**config.mk**
```make
export PLATFORM = sky130hd
export DESIGN_NAME = mesh_scan_seq
export DESIGN_NICKNAME = d
export VERILOG_FILES = /design/src/rtl/mesh_scan_seq.sv
export SDC_FILE = /design/constraint.sdc
export NUM_CORES = 1
export LEC_CHECK = 0
export BUFFER_PORTS_ARGS = -buffer_cell sky130_fd_sc_hd__buf_2
export CORE_MARGIN = 2
export CORE_UTILIZATION = 25
export DETAILED_ROUTE_END_ITERATION = 16
export GPL_TIMING_DRIVEN = 0
export PLACE_DENSITY = 0.54
export SLEW_MARGIN = 20
export SYNTH_ARGS = -nofsm -noshare
export SYNTH_HDL_FRONTEND = slang
export SYNTH_SLANG_ARGS = --single-unit
```
**constraint.sdc**
```tcl
create_clock -name clk -period 5.4 [get_ports clk]
set_clock_uncertainty 0.05 [all_clocks]
set_input_delay 0.81 -clock clk [delete_from_list [all_inputs] [get_ports clk]]
set_output_delay 0.81 -clock clk [all_outputs]
set_load 0.005 [all_outputs]
```
**src/rtl/mesh_scan_seq.sv**
```systemverilog
module mesh_scan_seq #(
  parameter int IDX_W     = 7,
  parameter int COLS_LOG2 = 7,
  parameter int PAGE_W    = 9,
  parameter int CODE_AW   = 11,
  parameter int LIMIT     = 2048,
  parameter int GPR_W     = 7
) (
  input  logic               clk,
  input  logic               rst_n,
  input  logic               cfg_we,
  input  logic [2:0]         cfg_addr,
  input  logic [31:0]        cfg_wdata,
  output logic [31:0]        cfg_rdata,
  output logic               gpr_we,
  output logic [GPR_W-1:0]   gpr_idx,
  output logic [31:0]        gpr_wdata,
  output logic               run_en,
  output logic [CODE_AW-1:0] ucode_addr,
  input  logic [31:0]        insn,
  input  logic [31:0]        vout_a,
  input  logic [31:0]        vout_b,
  output logic               mem_req,
  output logic [31:0]        mem_addr,
  output logic [31:0]        mem_data,
  input  logic               mem_ack,
  output logic               irq
);
  localparam int PG_W = CODE_AW - PAGE_W;
  localparam logic [3:0] OP_VOUT = 4'd7;
  localparam logic [CODE_AW-1:0] PC_LAST = CODE_AW'(LIMIT - 1);

  typedef enum logic [2:0] {S_IDLE, S_LDX, S_LDY, S_RUN, S_WR0, S_WR1} st_t;
  st_t st;

  logic [31:0]        base, vcount, lastdma, va, vb, vaddr, lin;
  logic [IDX_W-1:0]   hlast, vlast, x, y;
  logic [PG_W-1:0]    page;
  logic [CODE_AW-1:0] pc;
  logic               err;

  wire busy    = (st != S_IDLE);
  wire is_vout = (insn[10:7] == OP_VOUT);
  wire start   = cfg_we && !busy && cfg_addr == 3'd0 && cfg_wdata[0];
  wire last_x  = (x == hlast);
  wire last_y  = (y == vlast);
  wire advance = (st == S_RUN && !is_vout && pc == PC_LAST) ||
                 (st == S_WR1 && mem_ack);

  function automatic logic [31:0] bswap(input logic [31:0] w);
    return {w[7:0], w[15:8], w[23:16], w[31:24]};
  endfunction

  assign lin        = (32'(y) << COLS_LOG2) + 32'(x);
  assign vaddr      = base + (lin << 3);
  assign gpr_we     = (st == S_LDX) || (st == S_LDY);
  assign gpr_idx    = (st == S_LDY) ? GPR_W'(1) : GPR_W'(0);
  assign gpr_wdata  = (st == S_LDY) ? 32'(y) : 32'(x);
  assign run_en     = (st == S_RUN);
  assign ucode_addr = CODE_AW'({page, {PAGE_W{1'b0}}}) + pc;
  assign mem_req    = (st == S_WR0) || (st == S_WR1);
  assign mem_addr   = (st == S_WR1) ? vaddr + 32'd4 : vaddr;
  assign mem_data   = (st == S_WR1) ? bswap(vb) : bswap(va);

  always_comb begin
    case (cfg_addr)
      3'd0:    cfg_rdata = {30'd0, err, busy};
      3'd1:    cfg_rdata = base;
      3'd2:    cfg_rdata = 32'(hlast);
      3'd3:    cfg_rdata = 32'(vlast);
      3'd4:    cfg_rdata = 32'(page);
      3'd5:    cfg_rdata = vcount;
      3'd6:    cfg_rdata = lastdma;
      default: cfg_rdata = 32'd0;
    endcase
  end

  always_ff @(posedge clk or negedge rst_n) begin
    if (!rst_n) begin
      base  <= '0;
      hlast <= '0;
      vlast <= '0;
      page  <= '0;
    end else if (cfg_we && !busy) begin
      case (cfg_addr)
        3'd1: base  <= cfg_wdata;
        3'd2: hlast <= cfg_wdata[IDX_W-1:0];
        3'd3: vlast <= cfg_wdata[IDX_W-1:0];
        3'd4: page  <= cfg_wdata[PG_W-1:0];
        default: ;
      endcase
    end
  end

  always_ff @(posedge clk or negedge rst_n) begin
    if (!rst_n) begin
      st      <= S_IDLE;
      x       <= '0;
      y       <= '0;
      pc      <= '0;
      va      <= '0;
      vb      <= '0;
      err     <= 1'b0;
      vcount  <= '0;
      lastdma <= '0;
      irq     <= 1'b0;
    end else begin
      irq <= 1'b0;
      case (st)
        S_IDLE: if (start) begin
          x   <= '0;
          y   <= '0;
          err <= 1'b0;
          st  <= S_LDX;
        end
        S_LDX: st <= S_LDY;
        S_LDY: begin
          pc <= '0;
          st <= S_RUN;
        end
        S_RUN: begin
          if (is_vout) begin
            va <= vout_a;
            vb <= vout_b;
            st <= S_WR0;
          end else if (pc == PC_LAST) begin
            err <= 1'b1;
          end else begin
            pc <= pc + 1'b1;
          end
        end
        S_WR0: if (mem_ack) st <= S_WR1;
        S_WR1: if (mem_ack) lastdma <= vaddr + 32'd4;
        default: st <= S_IDLE;
      endcase
      if (advance) begin
        if (last_x) begin
          x <= '0;
          if (last_y) begin
            st     <= S_IDLE;
            irq    <= 1'b1;
            vcount <= 32'((32'(hlast) + 32'd1) * (32'(vlast) + 32'd1));
          end else begin
            y  <= y + 1'b1;
            st <= S_LDX;
          end
        end else begin
          x  <= x + 1'b1;
          st <= S_LDX;
        end
      end
    end
  end

  a_r1_reset_quiet: assert property (@(posedge clk) $rose(rst_n) |-> !irq && !mem_req && !gpr_we && !run_en);
  a_r4_x_then_y: assert property (@(posedge clk) disable iff (!rst_n)
    gpr_we && gpr_idx == GPR_W'(0) |=> gpr_we && gpr_idx == GPR_W'(1));
  a_r5_pc_from_zero: assert property (@(posedge clk) disable iff (!rst_n)
    gpr_we && gpr_idx == GPR_W'(1) |=> run_en && ucode_addr == CODE_AW'({page, {PAGE_W{1'b0}}}));
  a_r6_vout_ends_run: assert property (@(posedge clk) disable iff (!rst_n)
    run_en && is_vout |=> mem_req && !run_en);
  a_r7_req_held: assert property (@(posedge clk) disable iff (!rst_n)
    mem_req && !mem_ack |=> mem_req && $stable(mem_addr) && $stable(mem_data));
  a_r7_second_word: assert property (@(posedge clk) disable iff (!rst_n)
    st == S_WR0 && mem_ack |=> mem_req && mem_addr == $past(mem_addr) + 32'd4);
  a_r9_abort_no_write: assert property (@(posedge clk) disable iff (!rst_n)
    run_en && !is_vout && pc == PC_LAST |=> !mem_req && cfg_rdata[1] == (cfg_addr == 3'd0));
  a_r10_single_pulse: assert property (@(posedge clk) disable iff (!rst_n) irq |=> !irq);
  a_r10_idle_on_irq: assert property (@(posedge clk) disable iff (!rst_n) irq |-> !busy && $past(busy));
endmodule

```
; After elaboration in Yosys (flattened, before gate mapping)
; Index checks and enable logic that the tools add are counted.
[op_classes]
reduce_logical = 29
n_addsub = 9
n_bitwise = 0
multipliers = 1
eq_ne = 23
div_mod_pow = 0
shift = 0
magnitude_cmp = 0
muxes = 31
[ops]
columns = op, count
row1 = 32-bit case mux with 7 select lines, 1
row2 = 7-bit 2-to-1 mux, 10
row3 = 32-bit 2-to-1 mux, 2
row4 = 32-bit by 18-bit adder with 32-bit output, 1
row5 = "32-bit by 3-bit adder with 32-bit output, second input constant", 1
row6 = 11-bit 2-to-1 mux, 2
row7 = 11-bit case mux with 2 select lines, 1
row8 = 3-bit case mux with 6 select lines, 1
row9 = "7-bit by 1-bit adder with 8-bit output, second input constant", 2
row10 = 8-bit by 8-bit multiplier with 16-bit output, 1
row11 = 14-bit by 7-bit adder with 15-bit output, 1
row12 = "3-bit == test, second input constant", 5
row13 = 3-bit 2-to-1 mux, 5
row14 = "7-bit by 1-bit adder with 7-bit output, second input constant", 2
row15 = 7-bit == test, 2
row16 = 2-bit AND reduction, 7
row17 = "3-bit by 2-bit == test with 1-bit output, second input constant", 4
row18 = "11-bit by 1-bit adder with 11-bit output, second input constant", 1
row19 = 11-bit adder, 1
row20 = "11-bit == test, second input constant", 1
row21 = 1-bit 2-to-1 mux, 8
row22 = "2-bit inequality test, second input constant", 4
row23 = 4-bit AND reduction, 2
row24 = 2-bit nonzero test, 4
row25 = other kinds (12), 24
[totals]
n_memories = 0
reg_bits = 206
word_cells = 107
latchBits = 0
mem_bits_rw = 0
mem_bits_ro = 0
out_inout_bits = 150

; Logic depth before layout (Yosys ltp)
; Gate-level depths: netlist of the first run.
[logic_depth]
ltp_word = 10
depth_mapped = 22
ltp_nobuf = 21

; Least setup slack after synthesis of the first run
; OpenSTA, ideal clock, no wires.
[synth_path]
path_kind = flip-flop to flip-flop
start = reg hlast[2]
end = reg vcount[14]
arrival_ps = 4875
stages_incl_launch_ff = 20
required_time_ps = 5215
path_slack_ps = 340
setup_time_ps = 135
path_buffers = 1
path_cell_list = dfrtp_1 clkbuf_1 and3_1 and3_1 xnor2_1 nor2_1 fa_1 fa_1 fa_1 inv_1 fa_1 inv_1 ha_1 a21o_1 a31o_2 a211oi_1 o21ai_0 o311ai_0 xor2_1 o21ai_0
[synth_via]
elab_chain_cells = 2
elab_cells_between_ends = 4
cone_classes = 1 x add/sub / 1 x mul / 1 x eq/ne / 1 x reduce/logical
[synth_rtl]
columns = element, line_no
row1 = "start, declared", 37  ; logic [IDX_W-1:0] hlast, vlast, x, y;
row2 = "start signal, assigned", 87  ; 3'd2: hlast <= cfg_wdata[IDX_W-1:0];
row3 = 7-bit by 1-bit adder with 8-bit output or 7-bit == test (tied branches), "142, 45"
row4 = 8-bit by 8-bit multiplier with 16-bit output or 3-bit AND reduction (tied branches), -
row5 = "end signal, assigned", 142  ; vcount <= 32'((32'(hlast) + 32'd1) * (32'(vlast) + 32'd1));
row6 = "end, declared", 36  ; logic [31:0] base, vcount, lastdma, va, vb, vaddr, lin;
; Several ways; a longest one is shown, not always the timed one.
; A chain may end at the register's enable or synchronous reset.

; Worst setup path in the final report of the first run
[layout_path]
start = reg x[0]
end = out mem_addr[25]
[layout_via]
elab_chain_cells = 4
[layout_rtl]
columns = element, line_no
row1 = "start, declared", 37
row2 = "start signal, assigned", 148  ; x <= x + 1'b1;
row3 = 14-bit by 7-bit adder with 15-bit output *, 54  ; assign lin = (32'(y) << COLS_LOG2) + 32'(x);
row4 = 32-bit by 18-bit adder with 32-bit output *, 55  ; assign vaddr = base + (lin << 3);
row5 = 32-bit by 3-bit adder with 32-bit output, 62  ; assign mem_addr = (st == S_WR1) ? vaddr + 32'd4 : vaddr;
row6 = 32-bit 2-to-1 mux *, 62
row7 = "end, declared", 24  ; output logic [31:0] mem_addr,
; Mark *: on every way between the ends. The rest lies on a longest branch, timed or not.

==> impl_metrics.py, run 1 <==
metrics = {
    "setup_path": {
        "cp_max_fo": 7,
        "rrSetupSlack_ns": 0.23,
        "start_kind": "flop",
        "cp.required_ns": 4.54,
        "worst_r2r_path_depth": 18,
        "worst_setup_path_end_kind": "output port",
        "critPathSlowestCell": "or4_4",
        "worstPathCellList": "ha_2, fa_2, a211o_1, a21o_2, o2111ai_4, o311ai_4, nor4b_4, buf_4, nand4_4, or4_4, a211oi_4, xor2_1, buf_2",
        "crit_type": "flop to output port",
        "crit_arrival_ns": 4.40,
        "cpPeakStageDelay_ns": 0.56,
    },
    "run": {
        "cap_violations": 0,
    },
    "pwr": {
        "power.density_nw_per_um2": 475,
        "max-vdd-ir-drop_mv": 0.290,
        "power.total_mw": 8.12,
        "power_leakage_nw": 8.15,
    },
    "route": {
        "wire_per_inst_um": 18.6,
        "drt-total-wl_um": 45600,
        "drcViolationCount": 0,
        "via_per_inst": 4.78,
        "wl_met1_um": 20000,
        "wl_met3_um": 3750,
        "via_count": 11700,
        "ant_nets": 0,
        "dr_wl_met2_um": 20800,
        "first_iter_violations": 747,
        "first_pass_iters": 5,
        "highest_layer": "met5",
    },
    "placement": {
        "port_buffers": 224,
        "gp_congestion": 0.898,
        "pre_cts_ws_ns": -0.642,
        "post-dp-hpwl_um": 35200,
    },
    "logic_synthesis": {
        "ys.flop_type": "dfrtp_1",
        "synth_edf_count": 0,
        "synthCells": 1428,
        "synth-seq-area-share_pct": 35.1,
        "synth_area_leaders": "dfrtp_1, mux2_2, nand2_1",
        "synth_commonest_cells": "nand2_1, dfrtp_1, mux2_2",
        "synthMostInstantiatedCell": "nand2_1",
        "synth_area_leader_cell": "dfrtp_1",
        "yosys_register_bits": 190,
        "async_reset_ff_share_pct": 100,
        "ys_warn_count": 0,
        "synth_cell_types": 74,
        "syn_avg_cell_area_um2": 9.50,
        "syn-cell-area_um2": 13600,
        "synth_top_area_share_pct": 35.1,
    },
    "global_route": {
        "grt_pass1_vias": 11700,
        "grt_max_degree": 85,
        "grt_pass1_wl_um": 70200,
        "antenna_found_initial": 5,
        "overflow": 0,
        "grtUsageTotal_pct": 16.4,
    },
    "timing": {
        "setup_ws_ns": 0.143,
        "worst_slew_pin_slew_ns": 1.08,
        "drv_slew": 0,
        "setup_violations": 0,
        "slew_headroom_pct": 27.8,
        "fin_crit_sh_pct": 97.4,
        "hold-worst-slack_ns": 0.207,
        "hold_viol_final": 0,
        "fmax_mhz": 190,
        "rsz0062_at_grt": "yes",
        "finalCriticalPeriod_ns": 5.26,
    },
    "floorplan": {
        "boundaryPins": 285,
        "core_um2": 53700,
        "start_util_pct": 25.3,
        "rows": 85,
        "die_h_um": 237,
        "die_w_um": 237,
        "dieArea_um2": 56100,
    },
    "hold_path": {
        "hold_class": "input pin to asynchronous set/reset pin",
    },
    "clock_network": {
        "clk_path_buf_depth": 2,
        "clkSinkCount": 190,
        "cts_tree": "done",
        "clk_pin_slew_ns": 0.07,
        "cts-hold-fix-buffers": 0,
        "root_buffer": "clkbuf_16",
        "cts_made_buffers": 17,
        "clkLatencyLatePin_ns": 0.47,
        "cts.htree.levels": 4,
    },
    "cells_and_area": {
        "utilization_pct": 31.8,
        "syn_to_final_growth_pct": 26.0,
        "layout-drive-gt1-share_pct": 32.6,
        "fin_nets": 1969,
    },
    "outcome": {
        "status": "completed",
    },
}
-- critical path, delay by kind of cell (launching register included) --
| family | cells | cell delay [ns] |
|---|---|---|
| AO/OA/AOI/OAI | 5 | 1.34 |
| XOR/XNOR | 1 | 0.18 |
| adder cells (fa/ha/maj) | 2 | 0.62 |
| buffers and inverters | 2 | 0.31 |
| flip-flops | 1 | 0.47 |
| AND/OR/NAND/NOR | 3 | 1.00 |
-- area by class of cell --
cell class	count	area, µm²
Antenna cell	1	2.50
Buffer	100	554
Clock buffer	19	453
Clock inverter	13	133
Fill cell	5590	36600
Inverter	62	233
Multi-Input combinational cell	1102	8560
Sequential cell	190	4770
Tap cell	696	871
Timing Repair Buffer	267	1510
-- layer usage --
layer  vias to the layer above  GRT usage (%)
met1                      5757           21.3
met5                         -              0
li1                       5506              -
met2                       396           25.8
met3                        56           5.29
met4                         6           4.89
-- sequential cells by signal, indices dropped and copies added (netlist names) --
signal,cells
base,32
err,1
hlast,7
irq,1
lastdma,32
page,2
pc,11
st,3
va,32
vb,32
vcount,16
vlast,7
x,7
y,7
-- per-stage QoR --
step                instances  area, µm²   TNS, ns
floorplan                1458      13700         0
global placement         2378      15700     -2.81
detailed placement       2380      15700     -2.81
CTS                      2426      16700  -0.00446
global route             2449      17100    -0.216
finish                   2450      17100         0
-- report_power, final --
part	switching, mW	total [mW]	internal [mW]	leakage (nW)
Clock	0.620	1.29	0.672	0.285
Combinational	2.43	4.47	2.04	5.37
Sequential	0.457	2.35	1.90	2.49
-- placed cells by master, fill, tap and decap left out, types with 5 or more instances in the layout --
cell type / n
a211oi_1: 8
a21o_1: 9
a21oi_1: 32
a22o_1: 34
and2_1: 6
and3_1: 19
buf_2: 228
buf_4: 84
clkbuf_1: 47
clkbuf_16: 17
conb_1: 31
dfrtp_1: 175
dfrtp_2: 15
fa_1: 36
ha_1: 52
inv_1: 62
mux2_2: 131
mux2i_1: 8
nand2_1: 199
nand2b_1: 14
nand3_1: 37
nand4_1: 12
nand4b_1: 5
nor2_1: 107
nor2b_1: 7
nor3_1: 15
nor4_1: 10
o211ai_1: 9
o21a_1: 5
o21ai_0: 70
o31ai_1: 10
or2_2: 13
xnor2_1: 53
xor2_1: 52
xor2_4: 6
-- repair_timing --
| item | CTS | global route |
|---|---|---|
| gates resized for setup | 52 | 34 |
| pin swaps | 12 | 17 |
| buffers inserted | 18 | 23 |
| gates cloned | 0 | 0 |
| endpoints found under the setup margin | 18 | 16 |
-- path summary, 6_finish.rpt --
path                        startpoint           end
setup / recovery                  x[0]  mem_addr[25]
hold reg to reg            lastdma[23]   lastdma[23]
setup reg to reg              hlast[1]    vcount[15]
min in group clk           lastdma[23]   lastdma[23]
hold / removal                   rst_n        vb[27]
max in group asynchronous        rst_n          x[0]
-- cells by family (layout without fill, tap and decap cells) --
kind of cell,count (synthesis),after routing,synth area share [%]
simple gates,483,483,16.9
compound gates,236,236,12.2
flops,190,190,35.1
buf+inv,166,461,5.86
mux,139,139,11.5
xor+xnor,119,119,7.82
fa+ha+maj,94,94,10.7
other cells,1,32,0.0276
Note: power is estimated with default switching activity, not from simulation.
==> run 2: changes to the inputs <==
--- a/config.mk
+++ b/config.mk
@@ -6,11 +6,13 @@
 export NUM_CORES = 1
 export LEC_CHECK = 0
 export BUFFER_PORTS_ARGS = -buffer_cell sky130_fd_sc_hd__buf_2
+export CELL_PAD_IN_SITES_DETAIL_PLACEMENT = 0
+export CELL_PAD_IN_SITES_GLOBAL_PLACEMENT = 1
 export CORE_MARGIN = 2
 export CORE_UTILIZATION = 25
 export DETAILED_ROUTE_END_ITERATION = 16
 export GPL_TIMING_DRIVEN = 0
-export PLACE_DENSITY = 0.54
+export PLACE_DENSITY = 0.65
 export SLEW_MARGIN = 20
 export SYNTH_ARGS = -nofsm -noshare
 export SYNTH_HDL_FRONTEND = slang
==> impl_metrics.py, run 2 (same netlist as run 1, synthesis figures left out) <==
metrics = {
    "outcome": {
        "status": "completed",
    },
    "timing": {
        "drv_slew": 0,
        "fin_crit_sh_pct": 96.7,
        "hold-worst-slack_ns": 0.220,
        "slew_headroom_pct": 23.9,
        "worst_slew_pin_slew_ns": 1.13,
        "hold_viol_final": 0,
        "fmax_mhz": 191,
        "finalCriticalPeriod_ns": 5.22,
        "setup_violations": 0,
    },
    "global_route": {
        "grt_pass1_vias": 11600,
        "grtUsageTotal_pct": 16.4,
        "antenna_found_initial": 5,
        "overflow": 0,
        "grt_max_degree": 69,
        "grt_pass1_wl_um": 70300,
    },
    "setup_path": {
        "start_kind": "flop",
        "crit_type": "flop to flop",
        "cp.required_ns": 5.68,
        "cp_max_fo": 6,
        "crit_arrival_ns": 5.50,
        "worst_setup_path_end_kind": "flop",
    },
    "floorplan": {
        "boundaryPins": 285,
        "rows": 85,
        "start_util_pct": 25.3,
        "dieArea_um2": 56100,
        "die_w_um": 237,
        "core_um2": 53700,
        "die_h_um": 237,
    },
    "route": {
        "drcViolationCount": 0,
        "highest_layer": "met5",
        "first_pass_iters": 4,
        "wl_met3_um": 3320,
        "via_count": 11600,
        "first_iter_violations": 696,
        "wire_per_inst_um": 18.9,
        "drt-total-wl_um": 46300,
        "via_per_inst": 4.72,
        "dr_wl_met2_um": 21800,
        "wl_met1_um": 20400,
        "ant_nets": 0,
    },
    "placement": {
        "port_buffers": 224,
        "post-dp-hpwl_um": 36000,
        "placedCellCount": 2380,
        "gp_congestion": 0.861,
    },
    "cells_and_area": {
        "layout_commonest_cell": "buf_2",
        "syn_to_final_growth_pct": 26.1,
        "fin_nets": 1968,
        "fillers": 5641,
        "seq_area_um2": 4770,
        "stdcell_count": 2449,
        "layout-drive-gt1-share_pct": 32.8,
        "final_cell_mix": "buf_2, nand2_1, dfrtp_1, mux2_2, nor2_1",
        "multi_input_area_um2": 8590,
    },
    "pwr": {
        "seq_power_share_pct": 29.1,
        "power.share.clock_pct": 16.2,
        "power.density_nw_per_um2": 478,
        "comb_power_share_pct": 54.7,
        "power_leakage_nw": 8.17,
        "max-vdd-ir-drop_mv": 0.267,
        "swShare_pct": 43.8,
        "intPower_mw": 4.60,
        "power.switching_mw": 3.58,
    },
    "clock_network": {
        "clkLatencyLatePin_ns": 0.46,
        "clkSinkCount": 190,
        "clk_path_buf_depth": 2,
        "clk_pin_slew_ns": 0.08,
        "root_buffer": "clkbuf_16",
        "cts.htree.levels": 4,
        "cts_tree": "done",
        "cts_made_buffers": 17,
    },
    "run": {
        "cap_violations": 0,
    },
    "hold_path": {
        "hold_class": "input pin to asynchronous set/reset pin",
    },
}
==> run 2: layout make-up <==
| class | instances | share of cell area (%) |
|---|---|---|
| multi-input combinational | 1102 | 50.2 |
| sequential | 190 | 27.9 |
| timing repair buffer | 266 | 8.69 |
| tap | 696 | 5.09 |
| buffer | 100 | 3.23 |
| clock buffer | 17 | 2.49 |
| inverter | 62 | 1.36 |
| clock inverter | 15 | 1.02 |
| antenna | 1 | 0.0146 |
==> run 2: worst paths after layout <==
path | from | endpoint | slack [ns] | depth (start not counted)
setup / recovery | hlast[1] | vcount[14] | 0.18 | 18
hold / removal | rst_n | vb[23] | 0.22 | 1
setup reg to reg | hlast[1] | vcount[14] | 0.18 | 18
hold reg to reg | lastdma[20] | lastdma[20] | 0.44 | 2
max in group asynchronous | rst_n | vlast[5] | 4.29 | 2
min in group clk | lastdma[20] | lastdma[20] | 0.44 | 2
==> run 2: through the flow <==
stage	power [mW]	TNS [ns]	setup WS [ns]	cell area [µm²]	utilization, %
after CTS	8.02	0	0.00254	16800	31.2
after floorplan	4.99	0	0.340	13700	-
final	8.18	0	0.177	17100	31.8
after global routing	8.92	-0.0439	-0.0407	17100	31.8
after global placement	6.36	-2.94	-0.688	15700	29.2
after detailed placement	6.42	-2.83	-0.637	15700	29.3
==> run 2: layer usage <==
layer / global-route usage, % / vias to the layer above
met5: 0 / -
met4: 3.93 / 6
met3: 4.79 / 32
met2: 26.7 / 335
met1: 21.5 / 5709
li1: - / 5486
==> run 2: critical path, stage by stage, from the launching register on <==
cell      delay (ns)
dfrtp_2         0.49
ha_4            0.22
nand3_2         0.13
xor2_4          0.26
nor2_1          0.10
fa_1            0.56
fa_1            0.45
fa_1            0.54
inv_1           0.07
fa_1            0.57
inv_1           0.08
ha_4            0.26
a21o_1          0.18
a31o_2          0.23
a211oi_2        0.24
o21ai_0         0.15
o311ai_1        0.12
xor2_1          0.28
o21ai_0         0.11
==> run 2: timing repair <==
action	in CTS	in global routing
endpoints found under the setup margin	18	15
buffers inserted	20	20
hold buffers	0	0
gates resized for setup	50	42
pin swaps	11	17
endpoints found under the hold margin	0	0
==> run 2: power by group through the flow <==
stage / Clock [mW] / Combinational, mW / Sequential (mW)
final: 1.32 / 4.48 / 2.38
after global routing: 1.42 / 5.05 / 2.45
after CTS: 1.37 / 4.26 / 2.39
after detailed placement: 0 / 4.04 / 2.37
after global placement: 0 / 4.00 / 2.36
after floorplan: 0 / 2.81 / 2.17
==> run 3: changes to the inputs <==
--- a/config.mk
+++ b/config.mk
@@ -13,6 +13,7 @@
 export DETAILED_ROUTE_END_ITERATION = 16
 export GPL_TIMING_DRIVEN = 0
 export PLACE_DENSITY = 0.65
+export RECOVER_POWER = 100
 export SLEW_MARGIN = 20
 export SYNTH_ARGS = -nofsm -noshare
 export SYNTH_HDL_FRONTEND = slang
==> impl_metrics.py, run 3 (same netlist as run 1, synthesis figures left out) <==
metrics = {
    "route": {
        "first_pass_iters": 5,
        "first_iter_violations": 675,
        "drt-total-wl_um": 46100,
        "drcViolationCount": 0,
        "via_count": 11600,
        "via_per_inst": 4.73,
        "wire_per_inst_um": 18.8,
        "ant_nets": 0,
    },
    "clock_network": {
        "clk_path_buf_depth": 2,
        "cts_made_buffers": 17,
        "clkSinkCount": 190,
        "root_buffer": "clkbuf_16",
        "cts-hold-fix-buffers": 0,
        "clk_pin_slew_ns": 0.08,
        "clkLatencyLatePin_ns": 0.46,
        "cts_tree": "done",
        "cts.htree.levels": 4,
    },
    "setup_path": {
        "worst_setup_path_end_kind": "output port",
        "crit_type": "flop to output port",
        "cp_max_fo": 8,
        "start_kind": "flop",
        "cp.required_ns": 4.54,
        "crit_arrival_ns": 4.37,
    },
    "global_route": {
        "antenna_found_initial": 5,
        "met1_usage_pct": 21.5,
        "grt_util_met3_pct": 4.79,
        "grt_max_degree": 69,
        "grt_pass1_vias": 11600,
        "grt_pass1_wl_um": 70300,
        "use_met2_pct": 26.7,
        "overflow": 0,
        "grtUsageTotal_pct": 16.4,
        "top_usage_layer": "met2",
    },
    "cells_and_area": {
        "final_cell_mix": "nand2_1, dfrtp_1, buf_2, mux2_2, nor2_1",
        "multi_input_area_um2": 8580,
        "syn_to_final_growth_pct": 25.4,
        "fillers": 5678,
        "layout-drive-gt1-share_pct": 28.8,
        "layout_commonest_cell": "nand2_1",
        "design_area_um2": 17000,
        "stdcell_count": 2449,
        "seq_area_um2": 4770,
        "fin_nets": 1968,
    },
    "timing": {
        "fin_crit_sh_pct": 96.9,
        "fmax_mhz": 191,
        "finalCriticalPeriod_ns": 5.23,
        "hold_viol_final": 0,
        "setup_violations": 0,
        "tns_ns": 0,
        "worst_slew_pin_slew_ns": 3.43,
        "drv_slew": 58,
        "slew_headroom_pct": -129,
    },
    "floorplan": {
        "boundaryPins": 285,
        "dieArea_um2": 56100,
        "core_um2": 53700,
        "die_w_um": 237,
        "start_util_pct": 25.3,
        "rows": 85,
        "die_h_um": 237,
    },
    "pwr": {
        "comb_power_share_pct": 54.4,
        "swShare_pct": 44.1,
        "intPower_mw": 4.55,
        "power.density_nw_per_um2": 478,
        "power.switching_mw": 3.59,
        "max-vdd-ir-drop_mv": 0.266,
        "seq_power_share_pct": 29.3,
        "power_leakage_nw": 7.94,
        "power.share.clock_pct": 16.3,
    },
    "placement": {
        "placed_area_um2": 15700,
        "placedCellCount": 2380,
        "port_buffers": 224,
        "post-dp-hpwl_um": 36000,
        "gp_congestion": 0.861,
    },
    "outcome": {
        "violations": "max-capacitance violations, max-slew violations",
        "status": "finished with violations",
    },
    "run": {
        "cap_violations": 1,
    },
    "hold_path": {
        "hold_class": "flop to flop",
    },
}
[run 3: path summary, 6_finish.rpt]
kind / from / endpoint / slack (ns) / cells after the start
worst max-delay path: base[3] / mem_addr[25] / 0.17 / 12
worst min-delay path: lastdma[10] / lastdma[10] / 0.44 / 2
worst max register to register: hlast[1] / vcount[14] / 0.17 / 18
worst min register to register: lastdma[10] / lastdma[10] / 0.44 / 2
max in group asynchronous: rst_n / va[22] / 1.92 / 1
min in group asynchronous: rst_n / va[4] / 1.45 / 1
[run 3: metrics by stage]
stage               utilization (%)  setup WS, ns  hold WS, ns  power, mW
finish                         31.7         0.169        0.439       8.13
global route                   31.7       -0.0407        0.463       8.87
CTS                            31.2       0.00254        0.219       8.02
detailed placement             29.3        -0.637        0.425       6.42
global placement               29.2        -0.688        0.418       6.36
floorplan                         -         0.340        0.399       4.99
[run 3: what timing repair did]
action	in CTS	in global routing
resized for setup	50	42
pin swaps	11	17
setup endpoints to repair	18	15
buffers inserted	20	20
[run 3: power groups by stage]
stage | clock, mW | combinational (mW) | sequential, mW
after global routing | 1.42 | 5.00 | 2.45
after global placement | 0 | 4.00 | 2.36
after CTS | 1.37 | 4.26 | 2.39
final | 1.32 | 4.43 | 2.38
after floorplan | 0 | 2.81 | 2.17
after detailed placement | 0 | 4.04 | 2.37
[run 3: routing by layer]
layer	share of wire, %	wire, µm
met1	44	20200
met2	47	21800
met3	7.5	3460
met4	1.5	695
met5	0.082	38
[run 3: cell type report]
cell class | instances | area share [%]
multi-input combinational | 1102 | 50.4
sequential | 190 | 28.1
timing repair buffer | 266 | 8.24
tap | 696 | 5.12
buffer | 100 | 3.24
clock buffer | 17 | 2.50
inverter | 62 | 1.37
clock inverter | 15 | 1.02
antenna | 1 | 0.0147
[run 3: worst max-delay path, stage by stage, from the launching register on]
cell and delay [ns]:
dfrtp_1 0.47, ha_2 0.26, fa_2 0.39, a211o_1 0.32, a21o_2 0.27, o21ai_1 0.20, xor2_1 0.31, nor3_4 0.35
nand4_4 0.20, or4_4 0.56, a211oi_4 0.27, xor2_1 0.17, buf_2 0.13
